File: src/rtl/cfg_bridge_pkg.sv
package cfg_bridge_pkg;

    localparam int DATA_W  = 32;
    localparam int LANES   = DATA_W / 8;
    localparam int BUS_W   = 8;
    localparam int DEV_W   = 5;
    localparam int FN_W    = 3;
    localparam int REG_W   = 6;
    localparam int EN_BIT  = 31;
    localparam int BUS_LSB = 16;
    localparam int DEV_LSB = 11;
    localparam int FN_LSB  = 8;
    localparam int REG_LSB = 2;

    // Bits of the selector word that are stored; all others read as zero.
    localparam logic [DATA_W-1:0] SEL_KEEP =
        (32'd1 << EN_BIT)
        | (((32'd1 << BUS_W) - 32'd1) << BUS_LSB)
        | (((32'd1 << DEV_W) - 32'd1) << DEV_LSB)
        | (((32'd1 << FN_W)  - 32'd1) << FN_LSB)
        | (((32'd1 << REG_W) - 32'd1) << REG_LSB);

    typedef enum logic [1:0] {
        SZ_BYTE = 2'd0,
        SZ_HALF = 2'd1,
        SZ_WORD = 2'd2,
        SZ_RSVD = 2'd3
    } size_e;

    typedef enum logic [1:0] {
        ST_IDLE  = 2'd0,
        ST_RREQ  = 2'd1,
        ST_RWAIT = 2'd2,
        ST_WREQ  = 2'd3
    } state_e;

    typedef struct packed {
        state_e              st;
        logic                done;
        logic                err;
        logic [DATA_W-1:0]   rdata;
        logic [DATA_W-1:0]   sel;
        size_e               size;
        logic [1:0]          off;
        logic                wr;
        logic [DATA_W-1:0]   wbuf;
    } ctrl_s;

endpackage

File: src/rtl/cfg_port_decode.sv
module cfg_port_decode
    import cfg_bridge_pkg::*;
#(
    parameter int               IO_AW     = 16,
    parameter logic [IO_AW-1:0] ADDR_PORT = 16'h0CF8,
    parameter logic [IO_AW-1:0] DATA_PORT = 16'h0CFC
) (
    input  logic [IO_AW-1:0] io_addr,
    input  size_e            io_size,
    output logic             hit_addr,
    output logic             hit_data,
    output logic             bad,
    output logic [1:0]       off
);

    logic addr_bad;
    logic data_bad;

    always_comb begin
        hit_addr = (io_addr[IO_AW-1:2] == ADDR_PORT[IO_AW-1:2]);
        hit_data = (io_addr[IO_AW-1:2] == DATA_PORT[IO_AW-1:2]);
        off      = io_addr[1:0];
        addr_bad = (io_size != SZ_WORD) || (off != 2'd0);
        data_bad = (io_size == SZ_RSVD) || ((io_size == SZ_WORD) && (off != 2'd0));
        bad      = (hit_addr && addr_bad) || (hit_data && data_bad);
    end

endmodule

File: src/rtl/cfg_lane_unit.sv
module cfg_lane_unit
    import cfg_bridge_pkg::*;
(
    input  logic [DATA_W-1:0] old_dw,
    input  size_e             size,
    input  logic [1:0]        off,
    input  logic [DATA_W-1:0] new_val,
    output logic [DATA_W-1:0] rd_val,
    output logic [DATA_W-1:0] merged
);

    logic [LANES-1:0] lane_sel;

    for (genvar k = 0; k < LANES; k++) begin : g_lane
        localparam logic [1:0] KI = 2'(k);
        logic [7:0] src;

        always_comb begin
            lane_sel[k] = (size == SZ_WORD)
                        || ((size == SZ_BYTE) && (off == KI))
                        || ((size == SZ_HALF) && (off[1] == KI[1]));
            case (size)
                SZ_BYTE: src = new_val[7:0];
                SZ_HALF: src = new_val[8*(k%2) +: 8];
                default: src = new_val[8*k +: 8];
            endcase
        end

        assign merged[8*k +: 8] = lane_sel[k] ? src : old_dw[8*k +: 8];
    end

    always_comb begin
        case (size)
            SZ_BYTE: rd_val = {24'd0, 8'(old_dw >> {off, 3'b000})};
            SZ_HALF: rd_val = {16'd0, 16'(old_dw >> {off[1], 4'b0000})};
            default: rd_val = old_dw;
        endcase
    end

endmodule

File: src/rtl/cfg_bridge_ctrl.sv
module cfg_bridge_ctrl
    import cfg_bridge_pkg::*;
(
    input  logic              clk,
    input  logic              rst_n,
    input  logic              hst_valid,
    input  logic              hst_write,
    input  size_e             hst_size,
    input  logic [1:0]        hst_off,
    input  logic [DATA_W-1:0] hst_wdata,
    input  logic              hit_addr,
    input  logic              hit_data,
    input  logic              bad,
    input  logic              req_ready,
    input  logic              rsp_valid,
    input  logic [DATA_W-1:0] lane_rd,
    input  logic [DATA_W-1:0] lane_merged,
    output logic              busy,
    output logic              done,
    output logic              err,
    output logic [DATA_W-1:0] rdata,
    output logic              req_valid,
    output logic              req_write,
    output logic [DATA_W-1:0] req_wdata,
    output logic [DATA_W-1:0] sel_word,
    output size_e             lat_size,
    output logic [1:0]        lat_off
);

    ctrl_s r_q;
    ctrl_s r_d;
    logic  accept_d;

    always_comb begin
        r_d      = r_q;
        r_d.done = 1'b0;
        accept_d = hst_valid && (r_q.st == ST_IDLE) && (hit_addr || hit_data);

        case (r_q.st)
            ST_IDLE: begin
                if (accept_d) begin
                    if (bad) begin
                        r_d.done  = 1'b1;
                        r_d.err   = 1'b1;
                        r_d.rdata = '0;
                    end else if (hit_addr) begin
                        r_d.done  = 1'b1;
                        r_d.err   = 1'b0;
                        r_d.rdata = hst_write ? '0 : r_q.sel;
                        if (hst_write) begin
                            r_d.sel = hst_wdata & SEL_KEEP;
                        end
                    end else if (!r_q.sel[EN_BIT]) begin
                        r_d.done  = 1'b1;
                        r_d.err   = 1'b0;
                        r_d.rdata = hst_write ? '0 : '1;
                    end else begin
                        r_d.size = hst_size;
                        r_d.off  = hst_off;
                        r_d.wr   = hst_write;
                        r_d.wbuf = hst_wdata;
                        if (hst_write && (hst_size == SZ_WORD)) begin
                            r_d.st = ST_WREQ;
                        end else begin
                            r_d.st = ST_RREQ;
                        end
                    end
                end
            end
            ST_RREQ: begin
                if (req_ready) begin
                    r_d.st = ST_RWAIT;
                end
            end
            ST_RWAIT: begin
                if (rsp_valid) begin
                    if (r_q.wr) begin
                        r_d.wbuf = lane_merged;
                        r_d.st   = ST_WREQ;
                    end else begin
                        r_d.done  = 1'b1;
                        r_d.err   = 1'b0;
                        r_d.rdata = lane_rd;
                        r_d.st    = ST_IDLE;
                    end
                end
            end
            ST_WREQ: begin
                if (req_ready) begin
                    r_d.done  = 1'b1;
                    r_d.err   = 1'b0;
                    r_d.rdata = '0;
                    r_d.st    = ST_IDLE;
                end
            end
            default: r_d.st = ST_IDLE;
        endcase
    end

    always_ff @(posedge clk or negedge rst_n) begin
        if (!rst_n) begin
            r_q <= '{st: ST_IDLE, size: SZ_BYTE, default: '0};
        end else begin
            r_q <= r_d;
        end
    end

    assign busy      = (r_q.st != ST_IDLE);
    assign done      = r_q.done;
    assign err       = r_q.err;
    assign rdata     = r_q.rdata;
    assign req_valid = (r_q.st == ST_RREQ) || (r_q.st == ST_WREQ);
    assign req_write = (r_q.st == ST_WREQ);
    assign req_wdata = r_q.wbuf;
    assign sel_word  = r_q.sel;
    assign lat_size  = r_q.size;
    assign lat_off   = r_q.off;

endmodule

File: src/rtl/cfg_port_bridge.sv
module cfg_port_bridge
    import cfg_bridge_pkg::*;
#(
    parameter int               IO_AW     = 16,
    parameter logic [IO_AW-1:0] ADDR_PORT = 16'h0CF8,
    parameter logic [IO_AW-1:0] DATA_PORT = 16'h0CFC
) (
    input  logic              clk,
    input  logic              rst_n,
    input  logic              hst_valid,
    input  logic              hst_write,
    input  logic [IO_AW-1:0]  hst_addr,
    input  logic [1:0]        hst_size,
    input  logic [DATA_W-1:0] hst_wdata,
    output logic              hst_busy,
    output logic              hst_done,
    output logic              hst_err,
    output logic [DATA_W-1:0] hst_rdata,
    output logic              cfg_req_valid,
    input  logic              cfg_req_ready,
    output logic              cfg_req_write,
    output logic [BUS_W-1:0]  cfg_req_bus,
    output logic [DEV_W-1:0]  cfg_req_dev,
    output logic [FN_W-1:0]   cfg_req_func,
    output logic [REG_W-1:0]  cfg_req_reg,
    output logic [DATA_W-1:0] cfg_req_wdata,
    input  logic              cfg_rsp_valid,
    input  logic [DATA_W-1:0] cfg_rsp_rdata
);

    size_e             size_in;
    logic              hit_addr;
    logic              hit_data;
    logic              bad;
    logic [1:0]        off;
    logic [DATA_W-1:0] lane_rd;
    logic [DATA_W-1:0] lane_merged;
    logic [DATA_W-1:0] sel_word;
    size_e             lat_size;
    logic [1:0]        lat_off;
    logic              cfg_enabled;

    assign size_in = size_e'(hst_size);

    cfg_port_decode #(
        .IO_AW     (IO_AW),
        .ADDR_PORT (ADDR_PORT),
        .DATA_PORT (DATA_PORT)
    ) u_dec (
        .io_addr  (hst_addr),
        .io_size  (size_in),
        .hit_addr (hit_addr),
        .hit_data (hit_data),
        .bad      (bad),
        .off      (off)
    );

    cfg_lane_unit u_lane (
        .old_dw  (cfg_rsp_rdata),
        .size    (lat_size),
        .off     (lat_off),
        .new_val (cfg_req_wdata),
        .rd_val  (lane_rd),
        .merged  (lane_merged)
    );

    cfg_bridge_ctrl u_ctrl (
        .clk         (clk),
        .rst_n       (rst_n),
        .hst_valid   (hst_valid),
        .hst_write   (hst_write),
        .hst_size    (size_in),
        .hst_off     (off),
        .hst_wdata   (hst_wdata),
        .hit_addr    (hit_addr),
        .hit_data    (hit_data),
        .bad         (bad),
        .req_ready   (cfg_req_ready),
        .rsp_valid   (cfg_rsp_valid),
        .lane_rd     (lane_rd),
        .lane_merged (lane_merged),
        .busy        (hst_busy),
        .done        (hst_done),
        .err         (hst_err),
        .rdata       (hst_rdata),
        .req_valid   (cfg_req_valid),
        .req_write   (cfg_req_write),
        .req_wdata   (cfg_req_wdata),
        .sel_word    (sel_word),
        .lat_size    (lat_size),
        .lat_off     (lat_off)
    );

    assign cfg_enabled  = sel_word[EN_BIT];
    assign cfg_req_bus  = sel_word[BUS_LSB +: BUS_W];
    assign cfg_req_dev  = sel_word[DEV_LSB +: DEV_W];
    assign cfg_req_func = sel_word[FN_LSB +: FN_W];
    assign cfg_req_reg  = sel_word[REG_LSB +: REG_W];

endmodule

File: config.mk
export PLATFORM = sky130hd
export DESIGN_NAME = cfg_port_bridge
export DESIGN_NICKNAME = d
export VERILOG_FILES = /design/src/rtl/cfg_bridge_pkg.sv /design/src/rtl/cfg_port_decode.sv /design/src/rtl/cfg_lane_unit.sv /design/src/rtl/cfg_bridge_ctrl.sv /design/src/rtl/cfg_port_bridge.sv
export SDC_FILE = /design/constraint.sdc
export NUM_CORES = 1
export LEC_CHECK = 0
export BUFFER_PORTS_ARGS = -buffer_cell sky130_fd_sc_hd__buf_4
export CORE_ASPECT_RATIO = 1.1
export CORE_UTILIZATION = 49
export CTS_CLUSTER_DIAMETER = 120
export DETAILED_ROUTE_END_ITERATION = 6
export PLACE_DENSITY = 0.82
export REMOVE_ABC_BUFFERS = 1
export SYNTH_ARGS = -nofsm -noshare
export SYNTH_HDL_FRONTEND = slang
export SYNTH_SLANG_ARGS = --single-unit
File: constraint.sdc
create_clock -name clk -period 2.7 [get_ports clk]
set_input_delay 0.405 -clock clk [delete_from_list [all_inputs] [get_ports clk]]
set_output_delay 0.405 -clock clk [all_outputs]
set_load 0.005 [all_outputs]
==> parameters.txt <==
Parameter                              Value

Outcome
  Status ... completed

STA
  Pin slew with the least headroom to its limit ... 0.959 ns
  Worst slew margin ... 35.9%
  Final clock skew ... 0.00934 ns
  Setup violations, final ... 0
  RSZ-0062 raised after global routing ... false
  Share of the clock period used by the worst path after layout ... 92.4%
  Final Hold Violating Endpoints ... 0
  Max Freq ... 401 MHz
  Final min period ... 2.49 ns
  Final Slew Violations ... 0
  Total negative slack for setup checks ... 0 ns
  Final hold slack ... 0.0469 ns

Floorplanning
  Total Die Area ... 0.0126 sq mm
  Initial Utilization ... 51.1%
  Die Wd ... 107 um
  Cell row count ... 41
  Top Ports ... 179
  Overall die height ... 118 um
  Area of the core ... 0.0116 sq mm

Routing
  Number of design rule violations left after detail routing ... 0
  Count of TritonRoute iterations in the first routing pass ... 6
  Vias after detailed routing ... 5013
  Avg WL per Cell ... 21.5 um
  Post-detailed-routing wire length ... 17800 um
  DR vias/cell ... 6.03
  Drt initial violations ... 408
  Detail Route Antenna Nets ... 0

Power
  Internal Dissipation ... 2.37 mW
  Power per cell area ... 430 mW/mm^2
  Clock group share of total power ... 42.4%
  Sw Pwr ... 730 uW
  Power share of the combinational group ... 9.7%
  Portion of total power attributed to sequential cells ... 47.9%
  Switching Fraction ... 23.6%
  Overall power of the completed layout ... 3.10 mW
  Leakage power of the design ... 3.56 nW
  Worst-case vdd ir drop ... 0.356 mV

Worst setup path
  Arrival time at the worst endpoint ... 2.70 ns
  Sequence of cells on the critical path ... nand2b_1 -> nor3b_1 -> a31oi_1 -> o21a_1 -> buf_12 -> a222oi_1 -> o21ai_0
  Type of element capturing the critical path ... register
  WP buf/inv ... 1
  Worst stage delay on the critical path ... 0.50 ns
  Capturing instance or port of the critical path ... u_ctrl.rdata[2]
  Reg2reg path depth ... 7
  Start point of the critical path ... u_ctrl.r_q[103]
  Register-to-register path setup slack ... 0.21 ns
  Slowest cell on the critical path ... sky130_fd_sc_hd__dfrtp_1
  Required arrival time at the worst endpoint ... 2.91 ns
  Critical path launch point type ... register
  End of the worst register-to-register path ... u_ctrl.rdata[2]
  Maximum net fanout on the critical path ... 22
  Family of cells with the greatest summed delay on the critical path ... compound AO/OA/AOI/OAI gates
  Critical path start-end classification ... register to register
  Cell count along the critical path ... 7
  Reg2reg start ... u_ctrl.r_q[103]

Place
  Port bufs ... 178
  Routability congestion estimate from global placement ... 0.890
  Total half-perimeter wirelength after legalization and detailed placement ... 13400 um

Synthesis
  Share of synthesized flip-flops with an asynchronous set or reset ... 100%
  Most frequent cell after synthesis ... sky130_fd_sc_hd__dfrtp_1
  Synth area leaders ... sky130_fd_sc_hd__dfrtp_1 (40%), sky130_fd_sc_hd__buf_4 (11%), sky130_fd_sc_hd__mux2_2 (9.8%)
  Commonest cells post-synth ... sky130_fd_sc_hd__dfrtp_1 (96), sky130_fd_sc_hd__buf_4 (86), sky130_fd_sc_hd__a21oi_1 (52), sky130_fd_sc_hd__mux2_2 (52), sky130_fd_sc_hd__nor2_1 (35)
  Leading area contributor after synthesis ... sky130_fd_sc_hd__dfrtp_1
  Cell area after technology mapping ... 0.00595 sq mm
  Synth warn ... 0
  Number of register bits inferred by synthesis ... 96
  Gate count after technology mapping ... 587
  EDFF count, synth ... 0
  Sequential fraction of the synthesis area ... 40.4%
  Proportion of netlist area held by the largest area contributor ... 40.4%
  Main flop type after synthesis ... sky130_fd_sc_hd__dfrtp_1
  Mean instance size in the synthesized netlist ... 10.1 sq um
  Count of unique library cells instantiated by Yosys ... 50

Run
  Max-Cap Viols ... 0

Clock tree
  Number of sinks driven by the clock tree ... 96
  Library cell used as clock root buffer ... sky130_fd_sc_hd__clkbuf_16
  Clock transition time at the flip-flop clock pins of the worst setup and hold paths ... 0.07 ns
  Buffer count from post-CTS setup fixing ... 0
  Total number of H-tree levels ... 3
  Number of buffers added to fix hold violations after cts ... 0
  TritonCTS clock tree ... done
  Insertion delay of the later-clocked pin in the worst-skew pair ... 0.34 ns
  Maximum clock path buffer count ... 2
  Clock buffer count from CTS ... 9

Global route
  Gr usage total ... 28.4%
  Largest net degree at the start of global routing ... 42
  Overall overflow remaining after global route ... 0
  Antenna violations before repair ... 0
  Via count of the first global-routing pass ... 4887
  Wire length of the first global-routing pass ... 27600 um

Cells and area
  Number of diodes ... 0
  Nets ... 765
  # fillers ... 941
  Share of post-route cells with drive strength above 1 ... 43.0%
  Post-Route Utilization ... 61.8%
  Area added between synthesis and finish ... 21.0%

Min path
  Type of the worst min-delay path ... input port to async pin
## metrics by stage
stage / worst slack, ns / instance area [sq um] / instances
2_1_floorplan: -0.327 / 5140 / 462
3_3_place_gp: 0.133 / 6880 / 816
3_5_place_dp: 0.118 / 6880 / 816
4_1_cts: 0.124 / 7190 / 832
5_1_grt: 0.00653 / 7190 / 832
6_report: 0.206 / 7190 / 832
## kinds of logic (layout without fill, tap and decap cells)
group	count (synthesis)	after routing	share of synthesized area (%)
compound gates	176	176	20.9
buf+inv	138	233	14.4
flops	96	96	40.4
mux	81	81	15.6
simple gates	96	96	8.75
## sequential cells by signal (all words and copies together) (netlist names)
name              flops
u_ctrl.rdata         32
u_ctrl.req_wdata     32
u_ctrl.sel_word      23
u_ctrl.r_q            3
u_ctrl.lat_off        2
u_ctrl.lat_size       2
u_ctrl.done           1
u_ctrl.err            1
## layout make-up
class,count,area [sq um],share of cell area (%)
Clock buffer,10,239,3.32
Clock inverter,6,67.6,0.939
Inverter,13,52.6,0.731
Multi-Input combinational cell,353,2690,37.4
Sequential cell,96,2400,33.4
Tap cell,150,188,2.61
Timing Repair Buffer,204,1560,21.6
## what timing repair did
action	CTS	global route
hold endpoints to repair	0	0
endpoints found under the setup margin	0	9
resized for setup	0	1
## cell usage in the layout, fill, tap and decap left out, types with 7 or more instances in the layout
cell / instances
sky130_fd_sc_hd__buf_4: 202
sky130_fd_sc_hd__dfrtp_1: 96
sky130_fd_sc_hd__mux2_2: 52
sky130_fd_sc_hd__a21oi_1: 52
sky130_fd_sc_hd__nor2_1: 35
sky130_fd_sc_hd__a22o_1: 28
sky130_fd_sc_hd__o21ai_0: 27
sky130_fd_sc_hd__nand2_1: 21
sky130_fd_sc_hd__mux2i_1: 19
sky130_fd_sc_hd__a22oi_1: 16
sky130_fd_sc_hd__o2bb2ai_1: 15
sky130_fd_sc_hd__inv_1: 12
sky130_fd_sc_hd__mux2_4: 10
sky130_fd_sc_hd__clkbuf_16: 9
sky130_fd_sc_hd__a221o_1: 7
sky130_fd_sc_hd__o22a_1: 7
## power groups by stage
stage	Combinational [mW]	Clock (mW)	Sequential [mW]
floorplan	0.0675	0	1.51
global placement	0.289	0	1.51
detailed placement	0.297	0	1.51
CTS	0.299	1.32	1.48
global route	0.322	1.39	1.49
finish	0.300	1.31	1.48
## worst reg2reg max path: stages (launching register included)
cell and delay (ns):
sky130_fd_sc_hd__dfrtp_1 0.50, sky130_fd_sc_hd__nand2b_1 0.38, sky130_fd_sc_hd__nor3b_1 0.42, sky130_fd_sc_hd__a31oi_1 0.11, sky130_fd_sc_hd__o21a_1 0.25, sky130_fd_sc_hd__buf_12 0.22
sky130_fd_sc_hd__a222oi_1 0.34, sky130_fd_sc_hd__o21ai_0 0.14
## layer usage
metal | global-route usage [%] | up-vias | part of all wire (%)
met4 | 12.9 | 0 | 3.5
met2 | 45.4 | 285 | 49
met1 | 38.5 | 2446 | 41
li1 | - | 2237 | -
met3 | 3.43 | 45 | 7.2
met5 | 0 | - | 0
## how the worst min path moves through the flow
stage | from | to | cells past startpoint
CTS | rst_n | u_ctrl.rdata[26] | 1
floorplan | rst_n | u_ctrl.done | 0
finish | rst_n | u_ctrl.rdata[26] | 1
detailed placement | rst_n | u_ctrl.rdata[26] | 1
global placement | rst_n | u_ctrl.rdata[26] | 1
global route | rst_n | u_ctrl.rdata[26] | 1
No activity file was read; power rests on OpenSTA's default activity.
